`config.mk`:
```
export PLATFORM = sky130hd
export DESIGN_NAME = uart_fifo_watch
export DESIGN_NICKNAME = d
export VERILOG_FILES = /design/src/rtl/uart_fw_pkg.sv /design/src/rtl/fw_level_event.sv /design/src/rtl/fw_rx_timeout.sv /design/src/rtl/fw_flow_ctl.sv /design/src/rtl/uart_fifo_watch.sv
export SDC_FILE = /design/constraint.sdc
export NUM_CORES = 1
export LEC_CHECK = 0
export ABC_AREA = 1
export BUFFER_PORTS_ARGS = -buffer_cell sky130_fd_sc_hd__buf_2
export CORE_ASPECT_RATIO = 1.2
export CORE_MARGIN = 5
export CORE_UTILIZATION = 50
export DETAILED_ROUTE_END_ITERATION = 10
export GPL_TIMING_DRIVEN = 0
export PLACE_DENSITY = 0.76
export RECOVER_POWER = 50
export SYNTH_ARGS = -nofsm -noshare
export SYNTH_HDL_FRONTEND = slang
export SYNTH_HIERARCHICAL = 1
export SYNTH_SLANG_ARGS = --single-unit
export TNS_END_PERCENT = 50
```
`constraint.sdc`:
```
create_clock -name clk -period 2.3 [get_ports clk]
set_input_delay 0.46 -clock clk [delete_from_list [all_inputs] [get_ports clk]]
set_output_delay 0.46 -clock clk [all_outputs]
set_load 0.01 [all_outputs]
```
`src/rtl/uart_fw_pkg.sv`:
```
package uart_fw_pkg;

   localparam int unsigned TMO_CNT_W = 5;

   function automatic int unsigned rx_thr_of(input logic [2:0] code);
      case (code)
         3'd0:    return 1;
         3'd1:    return 4;
         3'd2:    return 8;
         3'd3:    return 16;
         3'd4:    return 32;
         default: return 48;
      endcase
   endfunction

   function automatic int unsigned tx_thr_of(input logic [1:0] code);
      case (code)
         2'd0:    return 0;
         2'd1:    return 4;
         2'd2:    return 8;
         default: return 16;
      endcase
   endfunction

   function automatic int unsigned tmo_len_of(input logic [1:0] code);
      case (code)
         2'd0:    return 0;
         2'd1:    return 4;
         2'd2:    return 8;
         default: return 16;
      endcase
   endfunction

   function automatic int unsigned rts_thr_of(input logic [1:0] code);
      case (code)
         2'd0:    return 8;
         2'd1:    return 16;
         2'd2:    return 32;
         default: return 48;
      endcase
   endfunction

endpackage

```
`src/rtl/fw_level_event.sv`:
```
module fw_level_event #(
   parameter int unsigned LVL_W    = 7,
   parameter bit          AT_ABOVE = 1'b1
) (
   input  logic             clk,
   input  logic             rst_n,
   input  logic [LVL_W-1:0] level_i,
   input  logic [LVL_W-1:0] thr_i,
   output logic             evt_o
);

   localparam logic PREV_RST = !AT_ABOVE;

   logic hit;
   logic hit_q;
   logic evt_q;

   generate
      if (AT_ABOVE) begin : g_above
         assign hit = (level_i >= thr_i);
      end else begin : g_below
         assign hit = (level_i <= thr_i);
      end
   endgenerate

   always_ff @(posedge clk or negedge rst_n) begin
      if (!rst_n) begin
         hit_q <= PREV_RST;
         evt_q <= 1'b0;
      end else begin
         hit_q <= hit;
         evt_q <= hit & ~hit_q;
      end
   end

   assign evt_o = evt_q;

endmodule

```
`src/rtl/fw_rx_timeout.sv`:
```
module fw_rx_timeout #(
   parameter int unsigned CNT_W = 5
) (
   input  logic             clk,
   input  logic             rst_n,
   input  logic [CNT_W-1:0] len_i,
   input  logic             nonempty_i,
   input  logic             tick_i,
   input  logic             restart_i,
   output logic             tmo_o
);

   logic [CNT_W-1:0] cnt_q;
   logic             fired_q;
   logic             tmo_q;
   logic             enabled;
   logic             clear;
   logic             last_tick;

   assign enabled   = (len_i != '0);
   assign clear     = !enabled || !nonempty_i || restart_i;
   assign last_tick = tick_i && !fired_q && ((cnt_q + CNT_W'(1)) == len_i);

   always_ff @(posedge clk or negedge rst_n) begin
      if (!rst_n) begin
         cnt_q   <= '0;
         fired_q <= 1'b0;
         tmo_q   <= 1'b0;
      end else if (clear) begin
         cnt_q   <= '0;
         fired_q <= 1'b0;
         tmo_q   <= 1'b0;
      end else begin
         tmo_q <= last_tick;
         if (tick_i && !fired_q) begin
            cnt_q <= cnt_q + CNT_W'(1);
         end
         if (last_tick) begin
            fired_q <= 1'b1;
         end
      end
   end

   assign tmo_o = tmo_q;

endmodule

```
`src/rtl/fw_flow_ctl.sv`:
```
module fw_flow_ctl #(
   parameter int unsigned LVL_W       = 7,
   parameter int unsigned SYNC_STAGES = 2
) (
   input  logic             clk,
   input  logic             rst_n,
   input  logic [LVL_W-1:0] rx_level_i,
   input  logic [LVL_W-1:0] rts_thr_i,
   input  logic             rts_en_i,
   input  logic             rts_inv_i,
   input  logic             cts_i,
   input  logic             cts_en_i,
   input  logic             cts_inv_i,
   output logic             rts_o,
   output logic             tx_hold_o
);

   logic rts_act_q;
   logic cts_s;

   always_ff @(posedge clk or negedge rst_n) begin
      if (!rst_n) begin
         rts_act_q <= 1'b1;
      end else begin
         rts_act_q <= !rts_en_i || (rx_level_i < rts_thr_i);
      end
   end

   assign rts_o = rts_act_q ^ rts_inv_i;

   generate
      if (SYNC_STAGES == 0) begin : g_nosync
         assign cts_s = cts_i;
      end else begin : g_sync
         logic [SYNC_STAGES-1:0] sync_q;
         always_ff @(posedge clk or negedge rst_n) begin
            if (!rst_n) begin
               sync_q <= '0;
            end else begin
               sync_q <= {sync_q[SYNC_STAGES-1:0], cts_i} >> 0;
            end
         end
         assign cts_s = sync_q[SYNC_STAGES-1];
      end
   endgenerate

   assign tx_hold_o = cts_en_i && !(cts_s ^ cts_inv_i);

endmodule

```
`src/rtl/uart_fifo_watch.sv`:
```
module uart_fifo_watch
   import uart_fw_pkg::*;
#(
   parameter int unsigned DEPTH       = 64,
   parameter int unsigned SYNC_STAGES = 2,
   parameter int unsigned LVL_W       = $clog2(DEPTH + 1)
) (
   input  logic             clk,
   input  logic             rst_n,
   input  logic [LVL_W-1:0] rx_level_i,
   input  logic [LVL_W-1:0] tx_level_i,
   input  logic             char_tick_i,
   input  logic             rx_push_i,
   input  logic             rx_pop_i,
   input  logic [2:0]       rx_trig_sel_i,
   input  logic [1:0]       tx_trig_sel_i,
   input  logic [1:0]       tmo_sel_i,
   input  logic             rts_en_i,
   input  logic [1:0]       rts_thr_sel_i,
   input  logic             rts_inv_i,
   input  logic             cts_en_i,
   input  logic             cts_inv_i,
   input  logic             cts_i,
   output logic             rx_trig_o,
   output logic             rx_tmo_o,
   output logic             tx_req_o,
   output logic             rts_o,
   output logic             tx_hold_o
);

   localparam int unsigned MAX_THR = 48;

   if (DEPTH < MAX_THR) begin : g_depth_chk
      $error("uart_fifo_watch: DEPTH must cover the largest threshold");
   end
   if (LVL_W < $clog2(DEPTH + 1)) begin : g_width_chk
      $error("uart_fifo_watch: LVL_W too narrow for DEPTH");
   end
   if (SYNC_STAGES > 4) begin : g_sync_chk
      $error("uart_fifo_watch: SYNC_STAGES out of range");
   end

   logic [LVL_W-1:0]     rx_thr;
   logic [LVL_W-1:0]     tx_thr;
   logic [LVL_W-1:0]     rts_thr;
   logic [TMO_CNT_W-1:0] tmo_len;

   assign rx_thr  = LVL_W'(rx_thr_of(rx_trig_sel_i));
   assign tx_thr  = LVL_W'(tx_thr_of(tx_trig_sel_i));
   assign rts_thr = LVL_W'(rts_thr_of(rts_thr_sel_i));
   assign tmo_len = TMO_CNT_W'(tmo_len_of(tmo_sel_i));

   fw_level_event #(.LVL_W(LVL_W), .AT_ABOVE(1'b1)) u_rx_evt (
      .clk     (clk),
      .rst_n   (rst_n),
      .level_i (rx_level_i),
      .thr_i   (rx_thr),
      .evt_o   (rx_trig_o)
   );

   fw_level_event #(.LVL_W(LVL_W), .AT_ABOVE(1'b0)) u_tx_evt (
      .clk     (clk),
      .rst_n   (rst_n),
      .level_i (tx_level_i),
      .thr_i   (tx_thr),
      .evt_o   (tx_req_o)
   );

   fw_rx_timeout #(.CNT_W(TMO_CNT_W)) u_tmo (
      .clk        (clk),
      .rst_n      (rst_n),
      .len_i      (tmo_len),
      .nonempty_i (rx_level_i != '0),
      .tick_i     (char_tick_i),
      .restart_i  (rx_push_i || rx_pop_i),
      .tmo_o      (rx_tmo_o)
   );

   fw_flow_ctl #(.LVL_W(LVL_W), .SYNC_STAGES(SYNC_STAGES)) u_flow (
      .clk        (clk),
      .rst_n      (rst_n),
      .rx_level_i (rx_level_i),
      .rts_thr_i  (rts_thr),
      .rts_en_i   (rts_en_i),
      .rts_inv_i  (rts_inv_i),
      .cts_i      (cts_i),
      .cts_en_i   (cts_en_i),
      .cts_inv_i  (cts_inv_i),
      .rts_o      (rts_o),
      .tx_hold_o  (tx_hold_o)
   );

endmodule

```
==> qor.csv, run 1 <==
stage,metric,value,unit
power,static leakage,0.00108,uW
timing,number of max-slew violations in the final report,0,
finish,area added between synthesis and finish,21.6,%
finish,top register by number of flip-flops,u_tmo/cnt_q,
timing,RSZ-0062 raised after global routing,no,
place,count of buffers inserted at the top-level ports,37,
finish,footprint of the multi-input gates,911,um2
finish,post-layout net count,334,
clock_network,clock tree from TritonCTS,built,
timing,post-route minimum period,1530,ps
timing,final sum of negative setup slack,0,ps
routing,Antenna Violating Nets Remaining,0,
finish,"commonest cells after routing, fill and taps aside","sky130_fd_sc_hd__nand2_1, sky130_fd_sc_hd__inv_1, sky130_fd_sc_hd__buf_2, sky130_fd_sc_hd__ha_1, sky130_fd_sc_hd__nor2_1",
timing,slew at the pin closest to its max-slew limit,702,ps
die,Horiz. Die Dim,59.4,um
clock_network,CTS Hold Buffers Added,0,
finish,Regs by FF count,"u_tmo/cnt_q (5), u_flow/g_sync.sync_q (2)",
worst_setup_path,Critical Path End Type,output pin,
routing,Residual DRC,0,
yosys,cell area after synthesis,1460,um2
power,combinational fraction of design power,32.1,%
yosys,Unique masters post-synth,25,
timing,final setup violation count,0,
routing,drt initial violations,38,
timing,Clock Skew,0.797,ps
global_route,global-route wire length before repair,4590,um
routing,Total Routed Length,2410,um
clock_network,Post-CTS Setup Repair Bufs,0,
global_route,gr usage total,13.6,%
routing,final routed wire length divided by cell count,7.69,um
finish,fraction of layout instances using a drive strength above 1,20.1,%
worst_setup_path,worst-path fanout max,1,
global_route,vias in the first global route,1246,
worst_setup_path,kind of start point of the critical path,flop,
finish,"most common cell after layout, fill and taps aside",sky130_fd_sc_hd__nand2_1,
worst_setup_path,source of the worst register-to-register timing path,u_tmo/cnt_q[0],
worst_setup_path,slack of the worst reg-to-reg path,870,ps
timing,final hold vios,0,
worst_setup_path,"Data arrival, critical path",1070,ps
finish,fillers,268,
finish,"non-filler cells, final",313,
die,effective utilization at floorplan,52.0,%
power,Pwr Density,366,nW/um2
clock_network,insertion delay to the later sink of the worst-skew pair,270,ps
clock_network,clock tree root buffer cell,sky130_fd_sc_hd__clkbuf_4,
timing,Worst slew margin,53.2,%
worst_setup_path,R2R Path End,u_tmo/fired_q,
clock_network,clock-pin slew on the worst setup and hold paths,80,ps
finish,# diodes,0,
die,Die ar.,4110,um2
timing,portion of the clock cycle consumed by the worst path in the final layout,66.7,%
finish,register cell area after layout,353,um2
place,placed cell count,309,
die,core footprint,2810,um2
yosys,synthesized area per cell,6.53,um2
worst_setup_path,worst setup path startpoint,u_flow/rts_act_q,
place,DPL Wire Length,2180,um
power,Internal Pwr Total,451,uW
yosys,count of warnings emitted by yosys,6,
power,proportion of power drawn by flip-flops and latches,41.8,%
worst_setup_path,R2R cell count,8,
yosys,register bit count reported by yosys,14,
routing,Detailed Routing Iterations Pass 1,4,
routing,vias per cell,4.27,
yosys,Gate Count Post-Synth,224,
global_route,number of antenna violations at the first check in global routing,0,
power,power dissipated by switching net loads,200,uW
die,Die Y-Extent,69.3,um
yosys,share of synthesized area occupied by flip-flops and latches,24.1,%
power,fraction of power spent switching nets,30.7,%
min_path,path class of the lowest-slack min-delay path,primary input to async pin,
routing,routed vias,1336,
finish,Largest register FFs,5,
clock_network,buffer levels on the longest clock path,2,
global_route,total congestion overflow,0,
run,maximum capacitance violations,0,
die,number of ports placed on the die boundary,38,
place,routability cong.,0.790,
worst_setup_path,Setup CP Type,flop to output pin,
worst_setup_path,required time at the endpoint of the critical path,1840,ps
power,maximum vdd ir drop,0.241,mV
die,Placement Rows,21,
timing,max frequency,0.652,GHz
run_status,status,completed,
clock_network,sink count of the clock tree,14,
global_route,pin count of the biggest net entering global routing,15,
clock_network,number of clock buffers inserted by TritonCTS,3,
finish,final core utilization,63.2,%
clock_network,number of instances resized during post-cts repair,0,
power,share of power burned in the clock network,26.0,%
clock_network,H-tree Lvls,1,
==> cells by family (layout without fill, tap and decap cells) <==
group / Yosys count / count (layout) / share of synthesized area [%]
buffers and inverters: 65 / 106 / 17.2
other: 1 / 15 / 0.256
adders and majority gates: 21 / 21 / 18.0
AOI/OAI and AO/OA: 16 / 16 / 6.93
DFF: 14 / 14 / 24.1
xor gates and xnor gates: 5 / 5 / 2.99
and+or+nand+nor: 102 / 102 / 30.5
==> power by group through the flow <==
stage	registers, uW	clock network, uW	logic, uW
3_5_place_dp	277	0	212
6_report	272	169	209
5_1_grt	274	189	249
3_3_place_gp	277	0	207
4_1_cts	272	178	214
2_1_floorplan	279	0	140
==> per-stage QoR <==
step	instance area, um2	setup slack (ps)	power (uW)	hold slack, ps
2_1_floorplan	1520	904	419	164
3_3_place_gp	1740	692	483	333
3_5_place_dp	1740	682	489	343
4_1_cts	1780	742	664	69.3
5_1_grt	1780	694	712	278
6_report	1780	766	651	204
==> area by class of cell <==
cell class / instances / share of cell area (%)
sequential: 14 / 19.8
buffer: 4 / 1.27
clock buffer: 4 / 2.04
inverter: 61 / 12.9
timing repair buffer: 37 / 10.3
tap: 34 / 2.39
multi-input combinational: 159 / 51.2
==> per-layer routing <==
| metal | wire [um] | track usage, % |
|---|---|---|
| met1 | 1050 | 16.2 |
| met2 | 1210 | 24.1 |
| met3 | 126 | 1.12 |
| met4 | 22 | 5.29 |
| met5 | 0 | 0 |
==> synth_stat cells <==
master                     number  area share, %
sky130_fd_sc_hd__nand2_2        2           0.86
sky130_fd_sc_hd__nand4_1        2           0.86
sky130_fd_sc_hd__nand4_2        1           0.86
sky130_fd_sc_hd__a21oi_1        8            2.7
sky130_fd_sc_hd__nand2_1       63             16
sky130_fd_sc_hd__a21oi_2        5            3.0
sky130_fd_sc_hd__dfstp_2        2            3.6
sky130_fd_sc_hd__o21ai_0        2           0.68
sky130_fd_sc_hd__clkinv_1       1           0.26
sky130_fd_sc_hd__ha_1          21             18
sky130_fd_sc_hd__nor2_2         1           0.43
sky130_fd_sc_hd__buf_6          1           0.77
sky130_fd_sc_hd__xnor2_1        3            1.8
sky130_fd_sc_hd__nand3_1        8            2.7
sky130_fd_sc_hd__xor2_1         2            1.2
sky130_fd_sc_hd__conb_1         1           0.26
sky130_fd_sc_hd__a211oi_1       1           0.51
sky130_fd_sc_hd__inv_1         60             15
sky130_fd_sc_hd__nand3_4        1            1.2
sky130_fd_sc_hd__or2_2          1           0.43
sky130_fd_sc_hd__nor2_1        20            5.1
sky130_fd_sc_hd__nor2_4         2            1.5
sky130_fd_sc_hd__clkbuf_1       3           0.77
sky130_fd_sc_hd__nor3_1         1           0.34
sky130_fd_sc_hd__dfrtp_1       12             21
==> worst max-delay path: stages (launching register included) <==
cell and delay, ps:
sky130_fd_sc_hd__dfstp_2 530, sky130_fd_sc_hd__xor2_1 130, sky130_fd_sc_hd__buf_2 140
==> worst max path at each step <==
stage	cells after the start	endpoint	slack (ps)
2_1_floorplan	11	u_rx_evt/evt_o	900
3_3_place_gp	12	u_rx_evt/evt_o	690
3_5_place_dp	12	u_rx_evt/evt_o	680
4_1_cts	2	rts_o	740
5_1_grt	2	rts_o	690
6_report	2	rts_o	770
No activity file was read; power rests on OpenSTA's default activity.
==> run 2, diff against run 1 <==
--- a/config.mk
+++ b/config.mk
@@ -5,14 +5,14 @@
 export SDC_FILE = /design/constraint.sdc
 export NUM_CORES = 1
 export LEC_CHECK = 0
-export ABC_AREA = 1
+export ABC_AREA = 0
 export BUFFER_PORTS_ARGS = -buffer_cell sky130_fd_sc_hd__buf_2
 export CORE_ASPECT_RATIO = 1.2
 export CORE_MARGIN = 5
-export CORE_UTILIZATION = 50
+export CORE_UTILIZATION = 46
 export DETAILED_ROUTE_END_ITERATION = 10
 export GPL_TIMING_DRIVEN = 0
-export PLACE_DENSITY = 0.76
+export PLACE_DENSITY = 0.75
 export RECOVER_POWER = 50
 export SYNTH_ARGS = -nofsm -noshare
 export SYNTH_HDL_FRONTEND = slang
==> constraint.sdc (replaced) <==
create_clock -name clk -period 1.3 [get_ports clk]
set_input_delay 0.26 -clock clk [delete_from_list [all_inputs] [get_ports clk]]
set_output_delay 0.26 -clock clk [all_outputs]
set_load 0.01 [all_outputs]
==> run 2 against run 1 <==
Compared with the run above: the run now ends with negative setup slack left; worst setup slack lost 830 ps; design area fell by 1.6%; critical path type unchanged; final cell count down 23%; die area fell by 4.3%; clock power increased by 86%; combinational power up 87%; flip-flop and latch count did not move; largest cell class unchanged; synthesized cell count is 35% lower; register-to-register slack got worse by 920 ps; global-route usage grew 0.65 points; synthesized area is 13% lower; critical endpoint unchanged.
==> qor.csv, run 2 <==
stage,metric,value,unit,change
worst_setup_path,Setup CP Type,flop to output pin,,
clock_network,insertion delay to the later sink of the worst-skew pair,280,ps,about the same
yosys,area share of the largest cell type after synthesis,23.5,%,+3.0 points
timing,smallest setup slack after layout,-61.6,ps,-828 ps
finish,fraction of layout instances using a drive strength above 1,32.5,%,+12 points
power,static leakage,0.000821,uW,-24%
min_path,Min-Delay Startpoint,cts_i,,
timing,Worst slew margin,49.1,%,-4.1 points
min_path,capture endpoint of the worst hold path,u_flow/g_sync.sync_q[0],,
global_route,number of antenna violations at the first check in global routing,0,,unchanged
routing,final routed wire length divided by cell count,10.4,um,+35%
worst_setup_path,required time at the endpoint of the critical path,1040,ps,-800 ps
power,Pwr Density,679,nW/um2,+85%
finish,Post-Layout Inst Area,1750,um2,-1.6%
worst_setup_path,source of the worst register-to-register timing path,u_tmo/cnt_q[1],,
routing,Residual DRC,0,,unchanged
finish,"commonest cells after routing, fill and taps aside","sky130_fd_sc_hd__buf_2, sky130_fd_sc_hd__inv_1, sky130_fd_sc_hd__ha_1, sky130_fd_sc_hd__conb_1, sky130_fd_sc_hd__dfrtp_1",,
place,Post-DP Area,1560,um2,-11%
global_route,global-route wire length before repair,4370,um,-4.7%
min_path,Min-Delay Path Depth,1,,
clock_network,number of clock buffers inserted by TritonCTS,3,,unchanged
routing,Detailed Routing Iterations Pass 1,2,,-2
power,share of power burned in the clock network,26.5,%,+0.5 points
die,Die Y-Extent,67.7,um,-2.2%
timing,portion of the clock cycle consumed by the worst path in the final layout,105,%,
power,combinational fraction of design power,33.0,%,+0.9 points
yosys,Gate Count Post-Synth,146,,-35%
run_status,violated checks,negative setup slack,,
clock_network,H-tree Lvls,1,,unchanged
worst_setup_path,Critical Path End Type,output pin,,
finish,top register by number of flip-flops,u_tmo/cnt_q,,
die,core footprint,2730,um2,-2.8%
power,fraction of power spent switching nets,29.7,%,-0.94 points
timing,Hold Slack,78.2,ps,-125 ps
yosys,cell types with the highest counts after synthesis,"sky130_fd_sc_hd__inv_1, sky130_fd_sc_hd__ha_1, sky130_fd_sc_hd__dfrtp_1, sky130_fd_sc_hd__a21oi_1, sky130_fd_sc_hd__nand2_1",,
yosys,largest area contributor in the netlist,sky130_fd_sc_hd__dfrtp_1,,
clock_network,clock tree from TritonCTS,built,,
worst_setup_path,worst-path fanout max,1,,unchanged
global_route,pin count of the biggest net entering global routing,15,,unchanged
finish,Largest register FFs,5,,unchanged
yosys,primary flip-flop cell chosen by synthesis mapping,sky130_fd_sc_hd__dfrtp_1,,
place,routability cong.,0.811,,+2.6%
routing,routed vias,1123,,-16%
die,Placement Rows,21,,unchanged
timing,final hold vios,0,,unchanged
yosys,share of synthesized area occupied by flip-flops and latches,27.6,%,+3.5 points
yosys,register bit count reported by yosys,14,,unchanged
die,number of ports placed on the die boundary,38,,unchanged
yosys,top-count cell post-synth,sky130_fd_sc_hd__inv_1,,
finish,Regs by FF count,"u_tmo/cnt_q (5), u_flow/g_sync.sync_q (2)",,
run,maximum capacitance violations,0,,unchanged
routing,Total Routed Length,2490,um,+3.5%
worst_setup_path,"Data arrival, critical path",1100,ps,+30 ps
yosys,"EDFF count, synth",0,,unchanged
timing,max frequency,0.734,GHz,
finish,post-layout net count,261,,-22%
routing,Antenna Violating Nets Remaining,0,,unchanged
place,count of buffers inserted at the top-level ports,37,,unchanged
global_route,vias in the first global route,1071,,-14%
die,effective utilization at floorplan,46.7,%,-5.3 points
power,proportion of power drawn by flip-flops and latches,40.5,%,-1.3 points
yosys,synthesized area per cell,8.75,um2,+34%
die,Die ar.,3940,um2,-4.3%
yosys,cell types with the largest area share after synthesis,"sky130_fd_sc_hd__dfrtp_1, sky130_fd_sc_hd__ha_1, sky130_fd_sc_hd__inv_1",,
die,Horiz. Die Dim,58.1,um,-2.1%
power,Internal Pwr Total,834,uW,+85%
clock_network,sink count of the clock tree,14,,unchanged
place,DPL Wire Length,2080,um,-4.4%
timing,slew at the pin closest to its max-slew limit,764,ps,+61.6 ps
yosys,cell area after synthesis,1280,um2,-13%
global_route,total congestion overflow,0,,unchanged
power,maximum vdd ir drop,0.310,mV,+29%
worst_setup_path,slack of the worst reg-to-reg path,-50,ps,-920 ps
finish,area added between synthesis and finish,36.9,%,
run_status,status,finished with violations,,
worst_setup_path,kind of start point of the critical path,flop,,
clock_network,clock tree root buffer cell,sky130_fd_sc_hd__clkbuf_4,,
clock_network,clock-pin slew on the worst setup and hold paths,80,ps,about the same
timing,post-route minimum period,1360,ps,
yosys,count of warnings emitted by yosys,6,,unchanged
finish,# diodes,0,,unchanged
timing,Clock Skew,3.50,ps,+2.71 ps
finish,"most common cell after layout, fill and taps aside",sky130_fd_sc_hd__buf_2,,
worst_setup_path,R2R Path End,u_tmo/tmo_o,,
yosys,Unique masters post-synth,37,,+48%
routing,drt initial violations,29,,-24%
min_path,path class of the lowest-slack min-delay path,primary input to flop,,
timing,RSZ-0062 raised after global routing,yes,,
yosys,ys async rst share,100,%,unchanged
power,power dissipated by switching net loads,353,uW,+77%
clock_network,buffer levels on the longest clock path,2,,unchanged
worst_setup_path,R2R cell count,6,,-2
global_route,gr usage total,14.2,%,+0.65 points
routing,vias per cell,4.68,,+9.6%
timing,final setup violation count,5,,+5
timing,number of max-slew violations in the final report,0,,unchanged
[run 2: cell types whose count changed in the layout (fill, tap and decap cells not counted), sizes merged, moves of 3 or more]
cell,previous run,this run
o21ai,2,6
and2,0,3
nor2b,0,8
nand3,9,4
nor2,23,4
buf,37,40
nand2,65,9
inv,60,22
xnor2,3,8
[run 2: timing repair]
| action | in CTS | in global routing |
|---|---|---|
| endpoints found under the setup margin | 6 | 6 |
| resized for setup | 6 | 16 |
| buffers inserted | 1 | 3 |
| hold buffers | 1 | 0 |
| pin swaps | 4 | 9 |
| endpoints found under the hold margin | 12 | 0 |
[run 2: metal layers]
layer	up-vias	GRT usage [%]	wire length (um)
met1	505	15.7	989
met3	2	1.91	125
met2	18	26.8	1360
met4	0	6.09	21
met5	-	0	0
li1	598	-	-
[run 2: logic make-up after synthesis]
logic type	after synthesis	share of synthesized area [%]
flops	14	27.6
other cells	1	0.294
xor+xnor	12	8.23
compound gates	28	15.0
fa+ha+maj	22	21.4
simple gates	44	20.1
buf+inv	25	7.35
[run 2: worst max-delay path, stage by stage (launching register included)]
cell and delay (ps):
sky130_fd_sc_hd__dfstp_2 530, sky130_fd_sc_hd__xor2_1 140, sky130_fd_sc_hd__buf_2 150
[run 2: cell type report]
| cell class | count | area, um2 |
|---|---|---|
| plain buffers | 3 | 11.3 |
| clock buffers | 4 | 36.3 |
| fillers | 247 | 983 |
| inverters | 22 | 82.6 |
| multi-input cells | 121 | 981 |
| flip-flops and latches | 14 | 353 |
| well taps | 34 | 42.5 |
| repair buffers | 42 | 243 |
[run 2: power groups by stage]
stage	sequential, uW	combinational (uW)	clock (uW)
after floorplan	493	214	0
after global placement	489	336	0
after detailed placement	490	342	0
after CTS	481	358	322
after global routing	485	449	359
final	481	391	315
[run 2: worst max path at each step]
| stage | from | endpoint | slack (ps) | cells past startpoint |
|---|---|---|---|---|
| 4_1_cts | u_flow/rts_act_q | rts_o | -90 | 2 |
| 6_report | u_flow/rts_act_q | rts_o | -60 | 2 |
| 2_1_floorplan | rx_trig_sel_i[2] | u_rx_evt/evt_o | -90 | 7 |
| 3_3_place_gp | rx_trig_sel_i[1] | u_rx_evt/evt_o | -350 | 8 |
| 3_5_place_dp | rx_trig_sel_i[1] | u_rx_evt/evt_o | -360 | 8 |
| 5_1_grt | u_tmo/cnt_q[1] | u_tmo/fired_q | -160 | 5 |
[run 2: through the flow]
| step | TNS [ps] | power, uW | util, % | setup slack, ps | instances |
|---|---|---|---|---|---|
| 6_report | -209 | 1190 | 64.0 | -61.6 | 240 |
| 5_1_grt | -609 | 1290 | 64.0 | -159 | 240 |
| 4_1_cts | -186 | 1160 | 60.3 | -85.1 | 237 |
| 3_5_place_dp | -2330 | 832 | 57.0 | -360 | 231 |
| 3_3_place_gp | -2250 | 825 | 57.0 | -348 | 231 |
| 2_1_floorplan | -85.2 | 707 | - | -85.2 | 160 |
